[src/rtl/cu_irq_dly_pkg.sv]
package cu_irq_dly_pkg;
  typedef enum logic [1:0] {
    CU_IDLE   = 2'b00,
    CU_ACTIVE = 2'b10
  } cu_state_e;

  typedef struct packed {
    logic idle;
    logic cancel;
    logic reload;
    logic tick;
    logic ack;
  } cu_evt_t;
endpackage

[src/rtl/dly_latch.sv]
module dly_latch #(
  parameter int unsigned DLY_W = 16
) (
  input  logic             clk_i,
  input  logic             rst_ni,
  input  logic             ld_i,
  input  logic [DLY_W-1:0] dly_i,
  output logic [DLY_W-1:0] dly_q_o,
  output logic [DLY_W-1:0] dly_eff_o
);
  logic [DLY_W-1:0] dly_q;

  always_ff @(posedge clk_i or negedge rst_ni) begin
    if (!rst_ni)   dly_q <= '0;
    else if (ld_i) dly_q <= dly_i;
  end

  // same-cycle strobe overrides the stored value
  assign dly_eff_o = ld_i ? dly_i : dly_q;
  assign dly_q_o   = dly_q;
endmodule

[src/rtl/idle_countdown.sv]
module idle_countdown #(
  parameter int unsigned DLY_W = 16
) (
  input  logic             clk_i,
  input  logic             rst_ni,
  input  logic             arm_i,
  input  logic             cancel_i,
  input  logic             reload_i,
  input  logic             tick_i,
  input  logic [DLY_W-1:0] dly_eff_i,
  output logic             pend_o,
  output logic [DLY_W-1:0] cnt_o,
  output logic             expire_o
);
  localparam logic [DLY_W-1:0] ONE = DLY_W'(1);

  logic             pend_q, pend_d;
  logic [DLY_W-1:0] cnt_q, cnt_d;
  logic             eff_zero;

  assign eff_zero = (dly_eff_i == '0);

  always_comb begin
    pend_d   = pend_q;
    cnt_d    = cnt_q;
    expire_o = 1'b0;
    if (cancel_i) begin
      pend_d = 1'b0;
    end else if (arm_i) begin
      if (eff_zero) begin
        expire_o = 1'b1;
        pend_d   = 1'b0;
      end else begin
        pend_d = 1'b1;
        cnt_d  = dly_eff_i;
      end
    end else if (pend_q && reload_i) begin
      if (eff_zero) begin
        expire_o = 1'b1;
        pend_d   = 1'b0;
      end else begin
        cnt_d = dly_eff_i;
      end
    end else if (pend_q && tick_i) begin
      if (cnt_q <= ONE) begin
        expire_o = 1'b1;
        pend_d   = 1'b0;
        cnt_d    = '0;
      end else begin
        cnt_d = cnt_q - ONE;
      end
    end
  end

  always_ff @(posedge clk_i or negedge rst_ni) begin
    if (!rst_ni) begin
      pend_q <= 1'b0;
      cnt_q  <= '0;
    end else begin
      pend_q <= pend_d;
      cnt_q  <= cnt_d;
    end
  end

  assign pend_o = pend_q;
  assign cnt_o  = cnt_q;
endmodule

[src/rtl/irq_post.sv]
module irq_post
  import cu_irq_dly_pkg::*;
(
  input  logic      clk_i,
  input  logic      rst_ni,
  input  cu_evt_t   evt_i,
  input  logic      expire_i,
  output logic      status_upd_o,
  output cu_state_e status_o,
  output logic      not_active_o,
  output logic      irq_o
);
  logic      upd_q, na_q, na_d, irq_q, irq_d;
  cu_state_e st_q, st_d;

  always_comb begin
    st_d = st_q;
    if (evt_i.cancel)    st_d = CU_ACTIVE;
    else if (evt_i.idle) st_d = CU_IDLE;

    na_d = na_q;
    if (evt_i.cancel)    na_d = 1'b0;
    else if (expire_i)   na_d = 1'b1;
    else if (evt_i.idle) na_d = 1'b0;

    irq_d = irq_q;
    if (expire_i)       irq_d = 1'b1;
    else if (evt_i.ack) irq_d = 1'b0;
  end

  always_ff @(posedge clk_i or negedge rst_ni) begin
    if (!rst_ni) begin
      upd_q <= 1'b0;
      st_q  <= CU_IDLE;
      na_q  <= 1'b0;
      irq_q <= 1'b0;
    end else begin
      upd_q <= evt_i.cancel | evt_i.idle;
      st_q  <= st_d;
      na_q  <= na_d;
      irq_q <= irq_d;
    end
  end

  assign status_upd_o = upd_q;
  assign status_o     = st_q;
  assign not_active_o = na_q;
  assign irq_o        = irq_q;
endmodule

[src/rtl/cu_idle_irq_delay.sv]
module cu_idle_irq_delay
  import cu_irq_dly_pkg::*;
#(
  parameter int unsigned DLY_W = 16
) (
  input  logic             clk_i,
  input  logic             rst_ni,
  input  logic             frame_dly_vld_i,
  input  logic [DLY_W-1:0] frame_dly_i,
  input  logic             idle_enter_i,
  input  logic             cu_start_i,
  input  logic             cu_resume_i,
  input  logic             tick_i,
  input  logic             irq_ack_i,
  output logic             status_upd_o,
  output logic [1:0]       cu_status_o,
  output logic             not_active_o,
  output logic             irq_o
);
  cu_evt_t          evt;
  logic [DLY_W-1:0] dly_q, dly_eff, cnt;
  logic             pend, expire;
  cu_state_e        st;

  assign evt.cancel = cu_start_i | cu_resume_i;
  assign evt.idle   = idle_enter_i & ~evt.cancel;
  assign evt.reload = frame_dly_vld_i;
  assign evt.tick   = tick_i;
  assign evt.ack    = irq_ack_i;

  dly_latch #(.DLY_W(DLY_W)) u_latch (
    .clk_i     (clk_i),
    .rst_ni    (rst_ni),
    .ld_i      (frame_dly_vld_i),
    .dly_i     (frame_dly_i),
    .dly_q_o   (dly_q),
    .dly_eff_o (dly_eff)
  );

  idle_countdown #(.DLY_W(DLY_W)) u_cnt (
    .clk_i     (clk_i),
    .rst_ni    (rst_ni),
    .arm_i     (idle_enter_i),
    .cancel_i  (evt.cancel),
    .reload_i  (evt.reload),
    .tick_i    (evt.tick),
    .dly_eff_i (dly_eff),
    .pend_o    (pend),
    .cnt_o     (cnt),
    .expire_o  (expire)
  );

  irq_post u_post (
    .clk_i        (clk_i),
    .rst_ni       (rst_ni),
    .evt_i        (evt),
    .expire_i     (expire),
    .status_upd_o (status_upd_o),
    .status_o     (st),
    .not_active_o (not_active_o),
    .irq_o        (irq_o)
  );

  assign cu_status_o = st;
endmodule

[config.mk]
export PLATFORM = sky130hd
export DESIGN_NAME = cu_idle_irq_delay
export DESIGN_NICKNAME = d
export VERILOG_FILES = /design/src/rtl/cu_irq_dly_pkg.sv /design/src/rtl/dly_latch.sv /design/src/rtl/idle_countdown.sv /design/src/rtl/irq_post.sv /design/src/rtl/cu_idle_irq_delay.sv
export SDC_FILE = /design/constraint.sdc
export NUM_CORES = 1
export LEC_CHECK = 0
export BUFFER_PORTS_ARGS = -buffer_cell sky130_fd_sc_hd__buf_2
export CAP_MARGIN = 5
export CORE_MARGIN = 4
export CORE_UTILIZATION = 50
export CTS_BUF_LIST = sky130_fd_sc_hd__clkbuf_2
export CTS_CLUSTER_SIZE = 24
export DETAILED_ROUTE_END_ITERATION = 12
export GPL_TIMING_DRIVEN = 0
export PLACE_DENSITY_LB_ADDON = 0.05
export SYNTH_ARGS = -nofsm -noshare
export SYNTH_HDL_FRONTEND = slang
export SYNTH_SLANG_ARGS = --single-unit
[constraint.sdc]
create_clock -name clk_i -period 2.3 [get_ports clk_i]
set_input_delay 0.23 -clock clk_i [delete_from_list [all_inputs] [get_ports clk_i]]
set_output_delay 0.23 -clock clk_i [all_outputs]
set_load 0.05 [all_outputs]
==> out/results.ini <==
[floorplan]
io_pins = 29
die_y_um = 73.3
coreArea_sq_um = 4060
die_width_um = 73.3
die_area_sq_um = 5370
rows = 23
initial_core_util = 0.525

[yosys]
synth_compound_area_frac = 0.242
synth_fp_nets = 222
synthAdderAreaFrac = 0.0117
synthArstFlopShare = 1.00
yosys_register_bits = 37
yosys_warnings = 0
synthTopCellsByArea = dfrtp_1 (43%), mux2_2 (7.9%), a221o_1 (3.3%), a21oi_1 (3.1%), nand2_1 (2.1%)
synth-edff-count = 0
synth_xor_area_frac = 0.00411
synth_ff_type = dfrtp_1
synth_top_family_by_area = compound AO/OA/AOI/OAI gates
synth_cells = 196
synthesis.area_sq_um = 2130
synthMuxAreaShare = 0.0933
yosys.area.top_type = dfrtp_1
yosysSeqAreaShare = 0.434
syn_area_per_cell_sq_um = 10.9
ys_types = 60
yosys.area.top_type_share = 0.434
synthSimpleGateAreaFrac = 0.184

[grt]
first_global_vias = 1827
grt_pass1_wl_um = 8610
antenna_found_initial = 0
grt_use_met3 = 0.0451
overflow = 0
grt_max_degree = 38
gr-usage-met1 = 0.269
grt.busiest_layer = met2
grt_use_met2 = 0.353
grt_util_all_layers = 0.210

[power_and_ir_drop]
total_power_mw = 1.50
p_leak_nw = 0.999
vdd_drop_max_uv = 318
power.density_nw_per_um2 = 625

[timing]
hold_viol = 0
finalWorstSetupSlack_ps = 114
max_freq_mhz = 457
finalCritPeriodShare = 0.951
worstMarginPinSlew_ps = 813
finClkSkew_ps = 17.8
relSlewSlack = 0.458
timing.hold.ws_ps = 41.7
drv_slew = 0
finalCriticalPeriod_ps = 2190
setup_viol = 0

[setup_path]
r2r_cells = 8
worstPathArrival_ps = 2550
cp-start-kind = flip-flop
cp_max_fo = 9
r2r_setup_slack_ps = 110
crit_required_ps = 2660
cp-end-kind = flip-flop
r2r_start = u_cnt.cnt_o[0]$_DFFE_PN0P_
r2r_end = u_cnt.cnt_o[4]$_DFFE_PN0P_
crit_type = flip-flop to flip-flop

[job]
drv_cap = 0

[cells_and_area]
regArea_sq_um = 926
multi_input_area_sq_um = 1170
final_cells = 282
fin_nets = 257
num-fill-cells = 339
design_area_sq_um = 2410
antenna_cells = 0
area_growth_pct = 12.9
drive_gt1_frac = 0.315

[worst_hold_path]
hold_path_depth = 2
hp-start = cu_start_i
whs_endpoint = u_post.status_upd_o$_DFF_PN0_
hold_class = input port to flip-flop

[clock_tree]
cts.sinks = 37
cts-root-buf = clkbuf_2
cts_buffers = 5
tritoncts = done
insertion_delay_ps = 400
cts_setup_buffers = 0
clkSlewWorstSetupHoldPaths_ps = 190
clock_path_buffers = 2
cts_max_level = 2

[route]
routed_wl_um = 5150
drtPass1Iterations = 4
dr_total_vias = 1762
wire_per_inst_um = 18.2
drtAntennaViolNets = 0
drc = 0
drtIter0Drc = 116
viasPerCell = 6.25

[place]
preCtsSetupSlack_ps = 71.0
placed_area_sq_um = 2320
place_inst = 272
routabilityCongestion = 0.911
hpwl_um = 3880
portBuffers = 26

[outcome]
status = complete, no violations

[cell type report]
class | instances | share of cell area
Inverter | 7 | 0.0109
Multi-Input combinational cell | 146 | 0.485
Timing Repair Buffer | 28 | 0.0624
Tap cell | 50 | 0.0260
Clock inverter | 2 | 0.00416
Buffer | 6 | 0.0146
Sequential cell | 37 | 0.385
Clock buffer | 6 | 0.0125
[per-layer routing]
metal | wire [um] | vias up
met1 | 2240 | 862
met3 | 304 | 7
li1 | - | 830
met5 | 0 | -
met2 | 2540 | 63
met4 | 63 | 0
[cell families after synthesis]
| logic type | Yosys count |
|---|---|
| compound gates | 63 |
| xor+xnor | 1 |
| fa+ha+maj | 2 |
| buf+inv | 13 |
| flops | 37 |
| mux | 17 |
| other cells | 1 |
| simple gates | 62 |
[synth_stat cells (all sizes together), types with 4 or more instances]
cell,number
o211ai,5
nor2,12
o2bb2ai,4
mux2,17
a21oi,13
o31ai,4
o21ai,5
nor3,7
a221o,7
nor4,5
dfrtp,37
or4,5
nand2,13
buf,4
inv,7
[layout by cell type, fill, tap and decap left out, types with 4 or more instances in the layout]
cell type / count
nor3_1: 4
o2bb2ai_1: 4
buf_2: 27
inv_1: 7
mux2_2: 15
nor2_1: 11
dfrtp_1: 37
a221o_1: 7
nand2_1: 12
o31ai_1: 4
o211ai_1: 5
a21oi_1: 12
clkbuf_2: 6
[worst max-delay path: stages (launching register included)]
cell,delay (ps)
dfrtp_1,500
inv_1,90
ha_1,270
o21ba_2,210
and4_1,290
a21o_1,200
buf_4,170
o31ai_1,230
a22o_1,180
[power breakdown]
part / switching, mW / total (mW) / internal, mW
combinational: 0.191 / 0.360 / 0.169
clock: 0.220 / 0.296 / 0.0763
sequential: 0.109 / 0.847 / 0.738
total: 0.520 / 1.50 / 0.983
[worst max path at each step]
stage,from,to,cells past startpoint
finish,u_cnt.cnt_o[0]$_DFFE_PN0P_,u_cnt.cnt_o[4]$_DFFE_PN0P_,8
global route,u_cnt.cnt_o[0]$_DFFE_PN0P_,u_cnt.cnt_o[15]$_DFFE_PN0P_,7
CTS,u_cnt.cnt_o[0]$_DFFE_PN0P_,u_cnt.cnt_o[10]$_DFFE_PN0P_,7
detailed placement,u_cnt.cnt_o[0]$_DFFE_PN0P_,u_cnt.cnt_o[10]$_DFFE_PN0P_,7
global placement,u_cnt.cnt_o[0]$_DFFE_PN0P_,u_cnt.cnt_o[10]$_DFFE_PN0P_,7
floorplan,u_latch.dly_q_o[8]$_DFF_PN0_,u_cnt.cnt_o[1]$_DFFE_PN0P_,5
[what timing repair did]
item                                    4_1_cts  5_1_grt
gates resized for setup                       0        4
endpoints found under the setup margin        0       10
hold buffers                                  1        1
hold endpoints to repair                     37        1
[metrics by stage]
stage | util | setup TNS (ps)
after floorplan | - | 0
after global placement | 0.573 | 0
after detailed placement | 0.573 | 0
after CTS | 0.585 | 0
after global routing | 0.593 | -8.86
final | 0.593 | 0
[state kept, by name, summed over array words and instances, names as in the netlist]
register             cells
u_cnt.cnt_o             16
u_latch.dly_q_o         16
u_post.not_active_o      1
u_post.status_upd_o      1
u_cnt.pend_o             1
u_post.irq_o             1
u_post.status_o          1
Power figures use the tool's default switching activity.
